==> config.mk <==
export PLATFORM = sky130hd
export DESIGN_NAME = interval_timer
export DESIGN_NICKNAME = d
export VERILOG_FILES = /design/src/rtl/itm_pkg.sv /design/src/rtl/itm_rst_sync.sv /design/src/rtl/itm_regs.sv /design/src/rtl/itm_count.sv /design/src/rtl/itm_out.sv /design/src/rtl/interval_timer.sv
export SDC_FILE = /design/constraint.sdc
export NUM_CORES = 1
export LEC_CHECK = 0
export ABC_AREA = 1
export BUFFER_PORTS_ARGS = -buffer_cell sky130_fd_sc_hd__buf_2
export CORE_MARGIN = 1
export CORE_UTILIZATION = 61
export DETAILED_ROUTE_END_ITERATION = 12
export HOLD_SLACK_MARGIN = 0.1
export PLACE_DENSITY = 0.81
export SETUP_SLACK_MARGIN = 0.2
export SYNTH_ARGS = -nofsm -noshare
export SYNTH_HDL_FRONTEND = slang
export SYNTH_SLANG_ARGS = --single-unit
==> constraint.sdc <==
create_clock -name clk -period 0.8 [get_ports clk]
set_input_delay 0.08 -clock clk [delete_from_list [all_inputs] [get_ports clk]]
set_output_delay 0.08 -clock clk [all_outputs]
set_load 0.05 [all_outputs]
==> src/rtl/itm_pkg.sv <==
package itm_pkg;

  localparam int unsigned DIV_SEL_W = 3;
  localparam int unsigned CTL_W     = 4;

  typedef logic [DIV_SEL_W-1:0] div_sel_t;

  // Divider is two to the returned power; the table bends after code 4.
  function automatic int unsigned div_exp(input div_sel_t code);
    int unsigned v;
    v = 32'(code);
    if (v < 32'd5) return v + 32'd1;
    return (32'd3 * v) - 32'd7;
  endfunction

endpackage

==> src/rtl/itm_rst_sync.sv <==
module itm_rst_sync #(
  parameter int unsigned STAGES = 2
) (
  input  logic clk,
  input  logic rst_n,
  output logic rst_sync_n
);

  logic [STAGES-1:0] sh_q;

  always_ff @(posedge clk or negedge rst_n) begin
    if (!rst_n) sh_q <= '0;
    else        sh_q <= {sh_q[STAGES-2:0], 1'b1};
  end

  assign rst_sync_n = sh_q[STAGES-1];

endmodule

==> src/rtl/itm_regs.sv <==
module itm_regs
  import itm_pkg::*;
(
  input  logic             clk,
  input  logic             rst_n,
  input  logic             wr_en,
  input  logic             wr_sel,
  input  logic [CTL_W-1:0] wr_data,
  input  logic             wdog_lock,
  output div_sel_t         div_sel,
  output logic             bypass,
  output logic             clk_sel,
  output logic             mask,
  output logic             restart
);

  div_sel_t div_q, div_d;
  logic     byp_q, byp_d;
  logic     cs_q, cs_d;
  logic     msk_q, msk_d;
  logic     wr_div, wr_ctl;

  assign wr_div = wr_en & ~wr_sel;
  assign wr_ctl = wr_en &  wr_sel;

  always_comb begin
    div_d = div_q;
    byp_d = byp_q;
    cs_d  = cs_q;
    msk_d = msk_q;
    if (wr_div) div_d = wr_data[DIV_SEL_W-1:0];
    if (wr_ctl) begin
      byp_d = wr_data[2];
      cs_d  = wr_data[1];
      msk_d = wr_data[0];
    end
  end

  always_ff @(posedge clk or negedge rst_n) begin
    if (!rst_n) begin
      div_q <= '1;
      byp_q <= 1'b1;
      cs_q  <= 1'b1;
      msk_q <= 1'b1;
    end else begin
      div_q <= div_d;
      byp_q <= byp_d;
      cs_q  <= cs_d;
      msk_q <= msk_d;
    end
  end

  // Restart request: flag in bit 3, gated by the external lock.
  assign restart = wr_div & wr_data[CTL_W-1] & wdog_lock;
  assign div_sel = div_q;
  assign bypass  = byp_q;
  assign clk_sel = cs_q;
  assign mask    = msk_q;

endmodule

==> src/rtl/itm_count.sv <==
module itm_count
  import itm_pkg::*;
#(
  parameter int unsigned CNT_W = 14
) (
  input  logic             clk,
  input  logic             rst_n,
  input  logic             tick_en,
  input  logic             restart,
  input  div_sel_t         div_sel,
  output logic             wrap,
  output logic [CNT_W-1:0] cnt
);

  logic [CNT_W-1:0] cnt_q, cnt_d;
  logic [CNT_W-1:0] term;

  always_comb begin
    term = CNT_W'((32'd1 << div_exp(div_sel)) - 32'd1);
  end

  always_comb begin
    cnt_d = cnt_q;
    wrap  = 1'b0;
    if (restart) begin
      cnt_d = '0;
    end else if (tick_en) begin
      if (cnt_q >= term) begin
        cnt_d = '0;
        wrap  = 1'b1;
      end else begin
        cnt_d = cnt_q + 1'b1;
      end
    end
  end

  always_ff @(posedge clk or negedge rst_n) begin
    if (!rst_n) cnt_q <= '0;
    else        cnt_q <= cnt_d;
  end

  assign cnt = cnt_q;

endmodule

==> src/rtl/itm_out.sv <==
module itm_out (
  input  logic clk,
  input  logic rst_n,
  input  logic wrap,
  input  logic mask,
  input  logic bypass,
  input  logic sub_tick,
  output logic irq,
  output logic tog,
  output logic tmr_out
);

  logic irq_q, irq_d;
  logic tog_q, tog_d;

  always_comb begin
    irq_d = wrap & ~mask;
    tog_d = tog_q ^ wrap;
  end

  always_ff @(posedge clk or negedge rst_n) begin
    if (!rst_n) begin
      irq_q <= 1'b0;
      tog_q <= 1'b0;
    end else begin
      irq_q <= irq_d;
      tog_q <= tog_d;
    end
  end

  assign irq     = irq_q;
  assign tog     = tog_q;
  assign tmr_out = bypass ? tog_q : sub_tick;

endmodule

==> src/rtl/interval_timer.sv <==
module interval_timer
  import itm_pkg::*;
#(
  parameter int unsigned CNT_W     = 14,
  parameter int unsigned RST_STAGE = 2
) (
  input  logic             clk,
  input  logic             rst_n,
  input  logic             wr_en,
  input  logic             wr_sel,
  input  logic [CTL_W-1:0] wr_data,
  input  logic             wdog_lock,
  input  logic             sys_tick,
  input  logic             sub_tick,
  output logic             irq,
  output logic             tmr_out
);

  localparam int unsigned MAX_EXP = div_exp('1);

  logic             rst_sync_n;
  div_sel_t         div_sel;
  logic             bypass, clk_sel, mask, restart;
  logic             tick_en, wrap, tog;
  logic [CNT_W-1:0] cnt;

  generate
    if (CNT_W < MAX_EXP) begin : g_width_bad
      initial $error("CNT_W too narrow for the largest divider");
    end
  endgenerate

  itm_rst_sync #(.STAGES(RST_STAGE)) u_rst (
    .clk        (clk),
    .rst_n      (rst_n),
    .rst_sync_n (rst_sync_n)
  );

  itm_regs u_regs (
    .clk       (clk),
    .rst_n     (rst_sync_n),
    .wr_en     (wr_en),
    .wr_sel    (wr_sel),
    .wr_data   (wr_data),
    .wdog_lock (wdog_lock),
    .div_sel   (div_sel),
    .bypass    (bypass),
    .clk_sel   (clk_sel),
    .mask      (mask),
    .restart   (restart)
  );

  assign tick_en = clk_sel ? sub_tick : sys_tick;

  itm_count #(.CNT_W(CNT_W)) u_cnt (
    .clk     (clk),
    .rst_n   (rst_sync_n),
    .tick_en (tick_en),
    .restart (restart),
    .div_sel (div_sel),
    .wrap    (wrap),
    .cnt     (cnt)
  );

  itm_out u_out (
    .clk      (clk),
    .rst_n    (rst_sync_n),
    .wrap     (wrap),
    .mask     (mask),
    .bypass   (bypass),
    .sub_tick (sub_tick),
    .irq      (irq),
    .tog      (tog),
    .tmr_out  (tmr_out)
  );

endmodule

==> flow_summary.toml, run 1 <==
[synth]
synth_area_leader_cell = "dfrtp_1"
synth_top_area_frac = 0.2052
netlist_top_cells_area = "dfrtp_1 (21%), ha_1 (14%), nand2_1 (12%), inv_1 (7.5%), dfstp_2 (7.2%)"
yosysWarnings = 0
ys_types = 34
synthesis.area_um2 = 2195
ys_seq_area_frac = 0.2771
syn_avg_cell_area_um2 = 7.195
ys_ff_latch = 24
syn-num-nets = 341
synthCells = 305

[clocking]
cts_num_sinks = 24
htreeDepth = 1
cts-hold-fix-buffers = 1
numCtsBuffers = 3
post-cts-setup-buffer-count = 7
clock-root-buffer = "clkbuf_4"
clockBufferDepth = 2
cts_resized = 69

[die]
rows = 21
die_w_um = 61.98
initial_core_util = 0.6475
die_h_um = 61.98
ios = 13

[place]
dp_hpwl_mm = 5.453
port_buffers = 12
gp_congestion = 0.8819
place_inst = 438

[outcome]
error = "[ERROR DPL-0033] detailed placement checks failed during check placement."
stop_stage = "clock tree synthesis (4_1_cts)"
outcome = "did not finish"
[cells in the mapped netlist (all sizes together)]
cell     n
o22ai    8
ha      24
clkbuf   1
nor4     3
mux2     3
nand3   20
o21ai   23
fa       1
dfstp    6
xnor2    6
nand4    8
a21boi   1
nor3     3
o21bai   1
conb     1
a21oi    9
nand2   80
o21a     1
dfrtp   18
o211ai   1
xor2     6
inv     48
nor2    33
[per-stage QoR]
step / instance area [um^2] / utilization / hold WS (ns) / setup slack, ns / TNS (ns)
2_1_floorplan: 2250 / - / -0.2156 / -2.722 / -42.58
3_3_place_gp: 2947 / 0.8693 / -0.1345 / -2.953 / -47.14
3_5_place_dp: 2947 / 0.8693 / -0.1284 / -3.277 / -52.54
[cells by family after synthesis]
logic type,share of synthesized area
AND/OR/NAND/NOR,0.3084
buffers and inverters,0.08381
AO/OA/AOI/OAI,0.1197
adder cells (fa/ha/maj),0.1460
flip-flops,0.2771
XOR/XNOR,0.04789
multiplexers,0.01539
other,0.001709
==> run 2: changes to the inputs <==
--- a/config.mk
+++ b/config.mk
@@ -8,11 +8,9 @@
 export ABC_AREA = 1
 export BUFFER_PORTS_ARGS = -buffer_cell sky130_fd_sc_hd__buf_2
 export CORE_MARGIN = 1
-export CORE_UTILIZATION = 61
+export CORE_UTILIZATION = 40
 export DETAILED_ROUTE_END_ITERATION = 12
-export HOLD_SLACK_MARGIN = 0.1
-export PLACE_DENSITY = 0.81
-export SETUP_SLACK_MARGIN = 0.2
+export PLACE_DENSITY_LB_ADDON = 0.15
 export SYNTH_ARGS = -nofsm -noshare
 export SYNTH_HDL_FRONTEND = slang
 export SYNTH_SLANG_ARGS = --single-unit
==> run 2 against run 1 <==
  * Synthesized cell count unchanged
  * Synthesized area unchanged
  * The flow now finishes, with violations (setup timing)
==> flow_summary.toml, run 2 <==
[die]
ios = 13
die_h_um = 76.07
rows = 26
core_um2 = 5205
die_w_um = 76.07
dieArea_um2 = 5787
initial_core_util = 0.4216

[worst_setup_path]
cp-end-kind = "flop"
cp_data_required_time_ns = 1.00
crit_fanout = 7
critPathLaunchType = "flop"
worstPathArrival_ns = 4.11
criticalPathCategory = "reg2reg"

[sta]
grt_setup_unrepaired = "true"
fin_ws_ns = -3.109
finalSetupViolCount = 21
fin_crit_ns = 3.909
slew_violations = 0
fmax_mhz = 255.8
fin_crit_sh = 4.886
hold_viol = 0
skew_ns = 0.01128

[grt]
antenna_found_initial = 0
grt_max_degree = 23
grtUsageTotal = 0.2179
grt_pass1_vias = 2362
grt_pass1_wl_mm = 10.22
grt_remaining_overflow = 0

[detailed_routing]
routed_wl_mm = 6.680
viasPerCell = 4.975
drt_drc_violations_left = 0
firstDrtPassIters = 4
ant_nets = 0
drt-initial-drc-count = 93
post_drt_wl_per_cell_um = 13.77
via_count = 2413

[place]
gp_congestion = 0.7882
dp_hpwl_mm = 4.550
port_buffers = 12
placed_cell_area_um2 = 2978
dp_slack_ns = -3.107

[outcome]
outcome = "finished with violations"
violations = "setup timing"

[power_and_ir_drop]
ir_drop_v = 0.001529
power.density_nw_per_um2 = 2567
p_leak_nw = 1.798

[clocking]
clock-root-buffer = "clkbuf_8"
cts.reportedPaths.clkPinSlew_ns = 0.09
clk_latency_ns = 0.28
htreeDepth = 1
cts_tree = "done"
cts_num_sinks = 24
numCtsBuffers = 3
clockBufferDepth = 2

[layout]
final_common_cell = "buf_4"
drive_gt1_frac = 0.5518
multi_input_area_um2 = 1888
fill_cells = 394
finalNetCount = 452
antenna_cells = 0
mostFrequentLayoutCells = "buf_4 (81), nand2_1 (44), inv_1 (39)"
syn_to_final_growth_pct = 68.19
largest_reg_flops = 14
regArea_um2 = 608.1
final_area_um2 = 3691

[synth]
syn_avg_cell_area_um2 = 7.195
synthesis.area_um2 = 2195
ys_types = 34
yosysWarnings = 0
syn-num-nets = 341
ys_ff_latch = 24
netlist_top_cells_area = "dfrtp_1 (21%), ha_1 (14%), nand2_1 (12%), inv_1 (7.5%), dfstp_2 (7.2%)"
synth_commonest_cells = "nand2_1 (71), inv_1 (44), nor2_1 (29)"
async_reset_ff_frac = 1.000
synth_area_leader_cell = "dfrtp_1"
ys.flop_type = "dfrtp_1"
synth_edf_count = 0
ys_seq_area_frac = 0.2771
synthCells = 305
synth_top_area_frac = 0.2052
yosysMostFrequentCell = "nand2_1"

[job]
drv_cap = 0

[worst_hold_path]
hp-class = "in2reg"
## run 2: final cells by class
| type | instances | share of cell area |
|---|---|---|
| Timing Repair Buffer | 107 | 0.2292 |
| Clock buffer | 3 | 0.01119 |
| Inverter | 48 | 0.05153 |
| Sequential cell | 24 | 0.1647 |
| Clock inverter | 1 | 0.008136 |
| Multi-Input combinational cell | 232 | 0.5115 |
| Tap cell | 70 | 0.02373 |
## run 2: path summary, 6_finish.rpt
kind                                    from                 to  slack [ns]  cells after the start
max                        u_regs.div_sel[1]       u_cnt.cnt[8]       -3.11                     21
min                               wr_data[1]  u_regs.div_sel[1]        0.03                      3
max reg2reg                u_regs.div_sel[1]       u_cnt.cnt[8]       -3.11                     21
min reg2reg                    u_rst.sh_q[1]       u_cnt.cnt[7]        0.21                      1
max in group asynchronous      u_rst.sh_q[1]     u_regs.clk_sel        0.36                      1
min in group asynchronous              rst_n      u_rst.sh_q[1]        0.12                      2
## run 2: worst max-delay path: stages (launching register included)
cell,delay [ns]
dfstp_2,0.57
inv_4,0.05
ha_4,0.22
fa_2,0.57
inv_2,0.03
nand2_2,0.07
o21ai_4,0.07
inv_2,0.08
buf_6,0.09
nor2_2,0.03
nand2_2,0.08
nand2_4,0.08
nor2_4,0.27
nand2_2,0.10
xor2_2,0.22
ha_4,0.25
a21oi_2,0.15
o21ai_2,0.07
a21oi_2,0.23
nand4_1,0.28
buf_4,0.23
o22ai_2,0.09
## run 2: report_power, final
| part | switching (mW) | internal [mW] |
|---|---|---|
| Sequential | 0.207 | 1.48 |
| Clock | 0.412 | 0.670 |
| Combinational | 3.53 | 3.19 |
## run 2: cell families after synthesis
kind of cell             Yosys count  share of synthesized area
buffers and inverters             49                    0.08381
adder cells (fa/ha/maj)           25                     0.1460
flip-flops                        24                     0.2771
other                              1                   0.001709
AND/OR/NAND/NOR                  147                     0.3084
AO/OA/AOI/OAI                     44                     0.1197
multiplexers                       3                    0.01539
XOR/XNOR                          12                    0.04789
## run 2: through the flow
step / power (mW) / TNS (ns) / util / hold slack, ns / instances
floorplan: 4.382 / -42.58 / - / -0.2156 / 305
global placement: 6.002 / -47.29 / 0.5721 / -0.1340 / 464
detailed placement: 6.140 / -49.30 / 0.5721 / -0.1320 / 464
CTS: 8.162 / -46.84 / 0.6459 / 0.02597 / 478
global route: 10.12 / -52.67 / 0.7091 / 0.04001 / 485
finish: 9.477 / -49.83 / 0.7091 / 0.02591 / 485
## run 2: timing repair
item / 4_1_cts / 5_1_grt
resized for setup: 58 / 63
hold endpoints to repair: 2 / 0
hold buffers: 1 / 0
setup buffers: 9 / 7
endpoints found under the setup margin: 21 / 21
pin swaps: 30 / 37
## run 2: layer usage
layer | part of all wire | vias up | track usage
met2 | 0.52 | 66 | 0.3891
met3 | 0.034 | 17 | 0.03593
met1 | 0.43 | 1116 | 0.2682
li1 | - | 1214 | -
met4 | 0.021 | 0 | 0.06538
met5 | 0 | - | 0
Note: power is estimated with default switching activity, not from simulation.
==> run 3: changes to the inputs <==
--- a/config.mk
+++ b/config.mk
@@ -5,7 +5,7 @@
 export SDC_FILE = /design/constraint.sdc
 export NUM_CORES = 1
 export LEC_CHECK = 0
-export ABC_AREA = 1
+export ABC_AREA = 0
 export BUFFER_PORTS_ARGS = -buffer_cell sky130_fd_sc_hd__buf_2
 export CORE_MARGIN = 1
 export CORE_UTILIZATION = 40
==> run 3 against run 2 <==
  * The flow still finishes with violations (setup timing)
  * Combinational power is 39% lower
  * Sequential power down 6%
  * Global-route usage fell by 0.62 points
  * Power fell by 29%
  * Clock skew decreased by 0.0026 ns
  * First-iteration DRC count rose by 32%
  * Core utilization shrank 8.8 points
==> flow_summary.toml, run 3 <==
[sta]
slew_violations = 0
skew_ns = 0.008694
fmax_mhz = 245.2
holdWs_ns = 0.01879
fin_crit_sh = 5.098
fin_ws_ns = -3.278
finalSetupViolCount = 21
fin_crit_ns = 4.078
hold_viol = 0
grt_setup_unrepaired = "true"

[layout]
drive_gt1_frac = 0.4735
mostFrequentLayoutCells = "buf_4 (75), nand2_1 (26), ha_1 (20)"
regArea_um2 = 608.1
largest_reg_flops = 14
final_area_um2 = 3214
finalNetCount = 377
syn_to_final_growth_pct = 47.64
antenna_cells = 0
fill_cells = 444
final_common_cell = "buf_4"
multi_input_area_um2 = 1679

[worst_setup_path]
criticalPathCategory = "reg2reg"
cp-end-kind = "flop"
reg2reg_depth = 20
critPathLaunchType = "flop"
worstPathArrival_ns = 4.28
cp_data_required_time_ns = 1.00
r2r_setup_slack_ns = -3.28
crit_family = "compound AO/OA/AOI/OAI gates"
timing.rr.end = "u_cnt.cnt[1]"
path_cells = "inv_4 > ha_4 > inv_2 > ha_4 > a21oi_4 > and2b_1 > o41ai_4 > nand3b_1 > ha_2 > buf_4 > buf_4 > a31oi_1 > a31o_2 > ha_1 > o21ai_1 > o221ai_2 > buf_4 > a21oi_4 > nor2b_4 > a22o_1"
cp.buffers_inverters = 5
r2r-start = "u_regs.div_sel[1]"
cpMostUsedCell = "buf_4"
crit_fanout = 5
max_stage_delay_ns = 0.58
critical_path.endpoint = "u_cnt.cnt[1]"
slowest_stage = "dfstp_2"
startpoint = "u_regs.div_sel[1]"
cp.depth = 20

[grt]
grt_pass1_wl_mm = 9.232
grt_max_degree = 15
grt_remaining_overflow = 0
grtUsageTotal = 0.2117
grt_pass1_vias = 2025
antenna_found_initial = 0

[detailed_routing]
routed_wl_mm = 6.033
viasPerCell = 5.349
drt_drc_violations_left = 0
post_drt_wl_per_cell_um = 14.71
ant_nets = 0
via_count = 2193
drt-initial-drc-count = 123
firstDrtPassIters = 4

[power_and_ir_drop]
ir_drop_v = 0.001162
p_leak_nw = 1.452
power.density_nw_per_um2 = 2099
p_switching_mw = 2.597
pwr-share-seq = 0.235
combPwrFrac = 0.608
p_sw_frac = 0.3849
p_int_mw = 4.151
p_clk_frac = 0.157

[place]
dp_hpwl_mm = 4.379
gp_congestion = 0.8432
dp_slack_ns = -3.393
placed_cell_area_um2 = 2860
port_buffers = 12

[synth]
synthesis.area_um2 = 2177
ys_types = 58
async_reset_ff_frac = 1.000
yosysMostFrequentCell = "nand2_1"
yosysWarnings = 0
ys.flop_type = "dfrtp_1"
synth_edf_count = 0
netlist_top_cells_area = "dfrtp_1 (21%), ha_1 (14%), dfstp_2 (7.2%), nand2_1 (4.8%), nand3_1 (3.4%)"
synth_commonest_cells = "nand2_1 (28), ha_1 (24), dfrtp_1 (18)"
synthCells = 249
synth_top_area_frac = 0.2069
syn_avg_cell_area_um2 = 8.743
ys_ff_latch = 24
synth_area_leader_cell = "dfrtp_1"
ys_seq_area_frac = 0.2793
syn-num-nets = 285

[die]
dieArea_um2 = 5742
core_um2 = 5172
initial_core_util = 0.4209
ios = 13
die_h_um = 75.78
rows = 26
die_w_um = 75.78

[job]
drv_cap = 0

[worst_hold_path]
hp-class = "in2reg"

[clocking]
clock-root-buffer = "clkbuf_8"
cts.reportedPaths.clkPinSlew_ns = 0.09
htreeDepth = 1
numCtsBuffers = 3
clk_latency_ns = 0.27
cts_tree = "done"
cts_num_sinks = 24
clockBufferDepth = 2

[outcome]
violations = "setup timing"
outcome = "finished with violations"
[run 3: cell types whose count changed after synthesis, moves of 4 or more]
cell      previous run  this run
nor2_1              29        17
o22ai_1              8         1
xor2_1               6         1
a21oi_1              8        14
o311ai_0             0         4
a31oi_1              0         8
o21ai_0             19         9
nand2_1             71        28
nand3_1             20        15
nand2_2              6         0
inv_1               44        15
or2_2                0         5
nor3_1               2         6
inv_2                4         0
[run 3: stage by stage]
step	power [mW]	std cells	TNS, ns	utilization
after detailed placement	5.182	393	-53.66	0.5530
after global routing	7.237	410	-55.44	0.6214
after floorplan	3.858	249	-51.75	-
after CTS	6.588	406	-50.76	0.5987
final	6.748	410	-52.25	0.6214
after global placement	5.158	393	-52.67	0.5530
[run 3: worst min-delay path by stage]
stage	startpoint	endpoint	slack (ns)	cells after the start
6_report	wr_data[0]	u_regs.div_sel[0]	0.02	3
4_1_cts	wr_data[0]	u_regs.div_sel[0]	0.02	3
3_3_place_gp	rst_n	u_rst.sh_q[1]	-0.14	1
2_1_floorplan	rst_n	u_rst.sh_q[0]	-0.22	0
3_5_place_dp	rst_n	u_rst.sh_q[1]	-0.13	1
5_1_grt	wr_data[1]	u_regs.div_sel[1]	0.03	3
[run 3: repair_timing]
item                                    4_1_cts  5_1_grt
endpoints found under the setup margin       21       21
buffers inserted                              8        3
hold buffers                                  1        0
pin swaps                                    18       11
hold endpoints to repair                      2        0
gates cloned                                  0        1
resized for setup                            30       18
[run 3: final cells by class]
class                      count  share of cell area
inverter                      15             0.01907
multi-input combinational    203              0.5224
sequential                    24              0.1892
clock inverter                 1            0.009342
timing repair buffer          94              0.2199
tap                           70             0.02725
clock buffer                   3             0.01285
[run 3: per-layer routing]
layer  vias up  share of wire  track usage
li1       1107              -            -
met1      1032           0.48       0.3133
met2        44           0.46       0.3324
met3        10          0.035      0.01455
met4         0          0.020      0.05967
met5         -              0            0
[run 3: cell families after synthesis]
family                     Yosys count  synth area share
buffers and inverters               22           0.04827
and+or+nand+nor                    101            0.2512
other                                1          0.001722
AOI/OAI and AO/OA                   63            0.2127
muxes                                7           0.03563
xor gates and xnor gates             6           0.02414
DFF                                 24            0.2793
adders and majority gates           25            0.1471
[run 3: worst register-to-register path: cells and delay by family, from the launching register on]
family | cells | cell delay [ns]
buf+inv | 5 | 0.54
flops | 1 | 0.58
compound gates | 8 | 1.31
simple gates | 3 | 0.64
fa+ha+maj | 4 | 0.95
[run 3: power by group through the flow]
stage | clock (mW) | combinational [mW] | sequential, mW
6_report | 1.06 | 4.10 | 1.58
3_5_place_dp | 0 | 3.58 | 1.61
2_1_floorplan | 0 | 2.25 | 1.61
3_3_place_gp | 0 | 3.56 | 1.60
5_1_grt | 1.11 | 4.51 | 1.61
4_1_cts | 1.08 | 3.92 | 1.58
==> run 4: changes to the inputs <==
--- a/config.mk
+++ b/config.mk
@@ -11,6 +11,7 @@
 export CORE_UTILIZATION = 40
 export DETAILED_ROUTE_END_ITERATION = 12
 export PLACE_DENSITY_LB_ADDON = 0.15
+export RECOVER_POWER = 50
 export SYNTH_ARGS = -nofsm -noshare
 export SYNTH_HDL_FRONTEND = slang
 export SYNTH_SLANG_ARGS = --single-unit
==> run 4 against run 3 <==
  * Largest cell class unchanged
  * Core utilization down 0.12 points
  * Non-clock buffer count unchanged
  * Final cell count unchanged
  * Count of clock-buffer cells in the layout unchanged
  * Critical path depth unchanged
  * The run still ends with setup timing left
  * Register-to-register slack about the same
==> flow_summary.toml, run 4 (synthesized netlist as in run 3, its figures left out) <==
[detailed_routing]
via_count = 2196
viasPerCell = 5.356
drt_drc_violations_left = 0
post_drt_wl_per_cell_um = 14.71
ant_nets = 0
routed_wl_mm = 6.032
drt-initial-drc-count = 115
firstDrtPassIters = 4

[place]
place_inst = 393
dp_hpwl_mm = 4.379
placed_cell_area_um2 = 2860
port_buffers = 12
gp_congestion = 0.8432

[power_and_ir_drop]
power.density_nw_per_um2 = 2102
ir_drop_v = 0.001162
p_leak_nw = 1.448
total_power_mw = 6.743

[sta]
fin_crit_sh = 5.098
grt_setup_unrepaired = "true"
hold_viol = 0
slew_violations = 0
fmax_mhz = 245.2
finalSetupViolCount = 21
skew_ns = 0.008569
fin_ws_ns = -3.278
fin_crit_ns = 4.078

[die]
die_h_um = 75.78
rows = 26
dieArea_um2 = 5742
initial_core_util = 0.4209
ios = 13
core_um2 = 5172
die_w_um = 75.78

[clocking]
htreeDepth = 1
cts_tree = "done"
cts.reportedPaths.clkPinSlew_ns = 0.09
cts_num_sinks = 24
clk_latency_ns = 0.27
numCtsBuffers = 3
clockBufferDepth = 2
clock-root-buffer = "clkbuf_8"

[layout]
finalNetCount = 377
final_area_um2 = 3208
syn_to_final_growth_pct = 47.36
final_common_cell = "buf_4"
drive_gt1_frac = 0.4706
antenna_cells = 0
fin_util = 0.6202
stdcell_count = 410
largest_reg_flops = 14
mostFrequentLayoutCells = "buf_4 (73), nand2_1 (26), ha_1 (20)"

[grt]
grt_pass1_wl_mm = 9.232
grt_pass1_vias = 2025
antenna_found_initial = 0
grtUsageTotal = 0.2117
grt_max_degree = 15
grt_remaining_overflow = 0

[job]
drv_cap = 0

[outcome]
outcome = "finished with violations"
violations = "setup timing"

[worst_setup_path]
cp-end-kind = "flop"
critPathLaunchType = "flop"
cp_data_required_time_ns = 1.00
startpoint = "u_regs.div_sel[1]"
criticalPathCategory = "reg2reg"
worstPathArrival_ns = 4.28
r2r-start = "u_regs.div_sel[1]"
crit_fanout = 5

[worst_hold_path]
min-delay-start = "wr_data[0]"
hp-class = "in2reg"
-- run 4: critical path: stages (launching register included) --
cell      delay [ns]
dfstp_2         0.58
inv_4           0.06
ha_4            0.27
inv_2           0.04
ha_4            0.23
a21oi_4         0.14
and2b_1         0.22
o41ai_4         0.28
nand3b_1        0.17
ha_2            0.22
buf_4           0.14
buf_4           0.13
a31oi_1         0.14
a31o_2          0.13
ha_1            0.23
o21ai_1         0.16
o221ai_2        0.15
buf_4           0.17
a21oi_4         0.13
nor2b_4         0.25
a22o_1          0.18
-- run 4: final cells by class --
type                    instances  area (um^2)
flip-flops and latches         24        608.1
inverters                      15        61.31
well taps                      70        87.58
clock buffers                   3        41.29
clock inverters                 1        30.03
repair buffers                 94        700.7
multi-input cells             203         1679
fillers                       442         1964
-- run 4: through the flow --
stage                     setup TNS [ns]  worst slack (ns)  hold slack (ns)
after floorplan                   -51.75            -3.305          -0.2156
after CTS                         -50.76            -3.183          0.01750
after global placement            -52.67            -3.334          -0.1351
after detailed placement          -53.66            -3.393          -0.1337
after global routing              -55.44            -3.480          0.02770
final                             -52.25            -3.278          0.01879
-- run 4: path summary, 6_finish.rpt --
| kind | end | slack (ns) | cells past startpoint |
|---|---|---|---|
| max | u_cnt.cnt[1] | -3.28 | 20 |
| min | u_regs.div_sel[0] | 0.02 | 3 |
| max reg2reg | u_cnt.cnt[1] | -3.28 | 20 |
| min reg2reg | u_cnt.cnt[13] | 0.22 | 1 |
| max in group asynchronous | u_regs.clk_sel | 0.31 | 1 |
| min in group asynchronous | u_rst.sh_q[1] | 0.12 | 2 |
-- run 4: report_power, final --
group | internal [mW] | leakage (nW) | switching [mW]
clock | 0.669 | 0.0357 | 0.393
sequential | 1.42 | 0.303 | 0.168
combinational | 2.06 | 1.11 | 2.04
-- run 4: what timing repair did --
item,CTS,global route
hold buffers,1,0
setup buffers,8,3
setup endpoints to repair,21,21
endpoints found under the hold margin,2,0
gates resized for setup,30,18
cloned,0,1
pin swaps,18,11
-- run 4: layer usage --
layer	global-route usage	wire, um	vias up
li1	-	-	1106
met4	0.05967	119	0
met2	0.3324	2797	45
met5	0	0	-
met1	0.3133	2897	1035
met3	0.01455	216	10
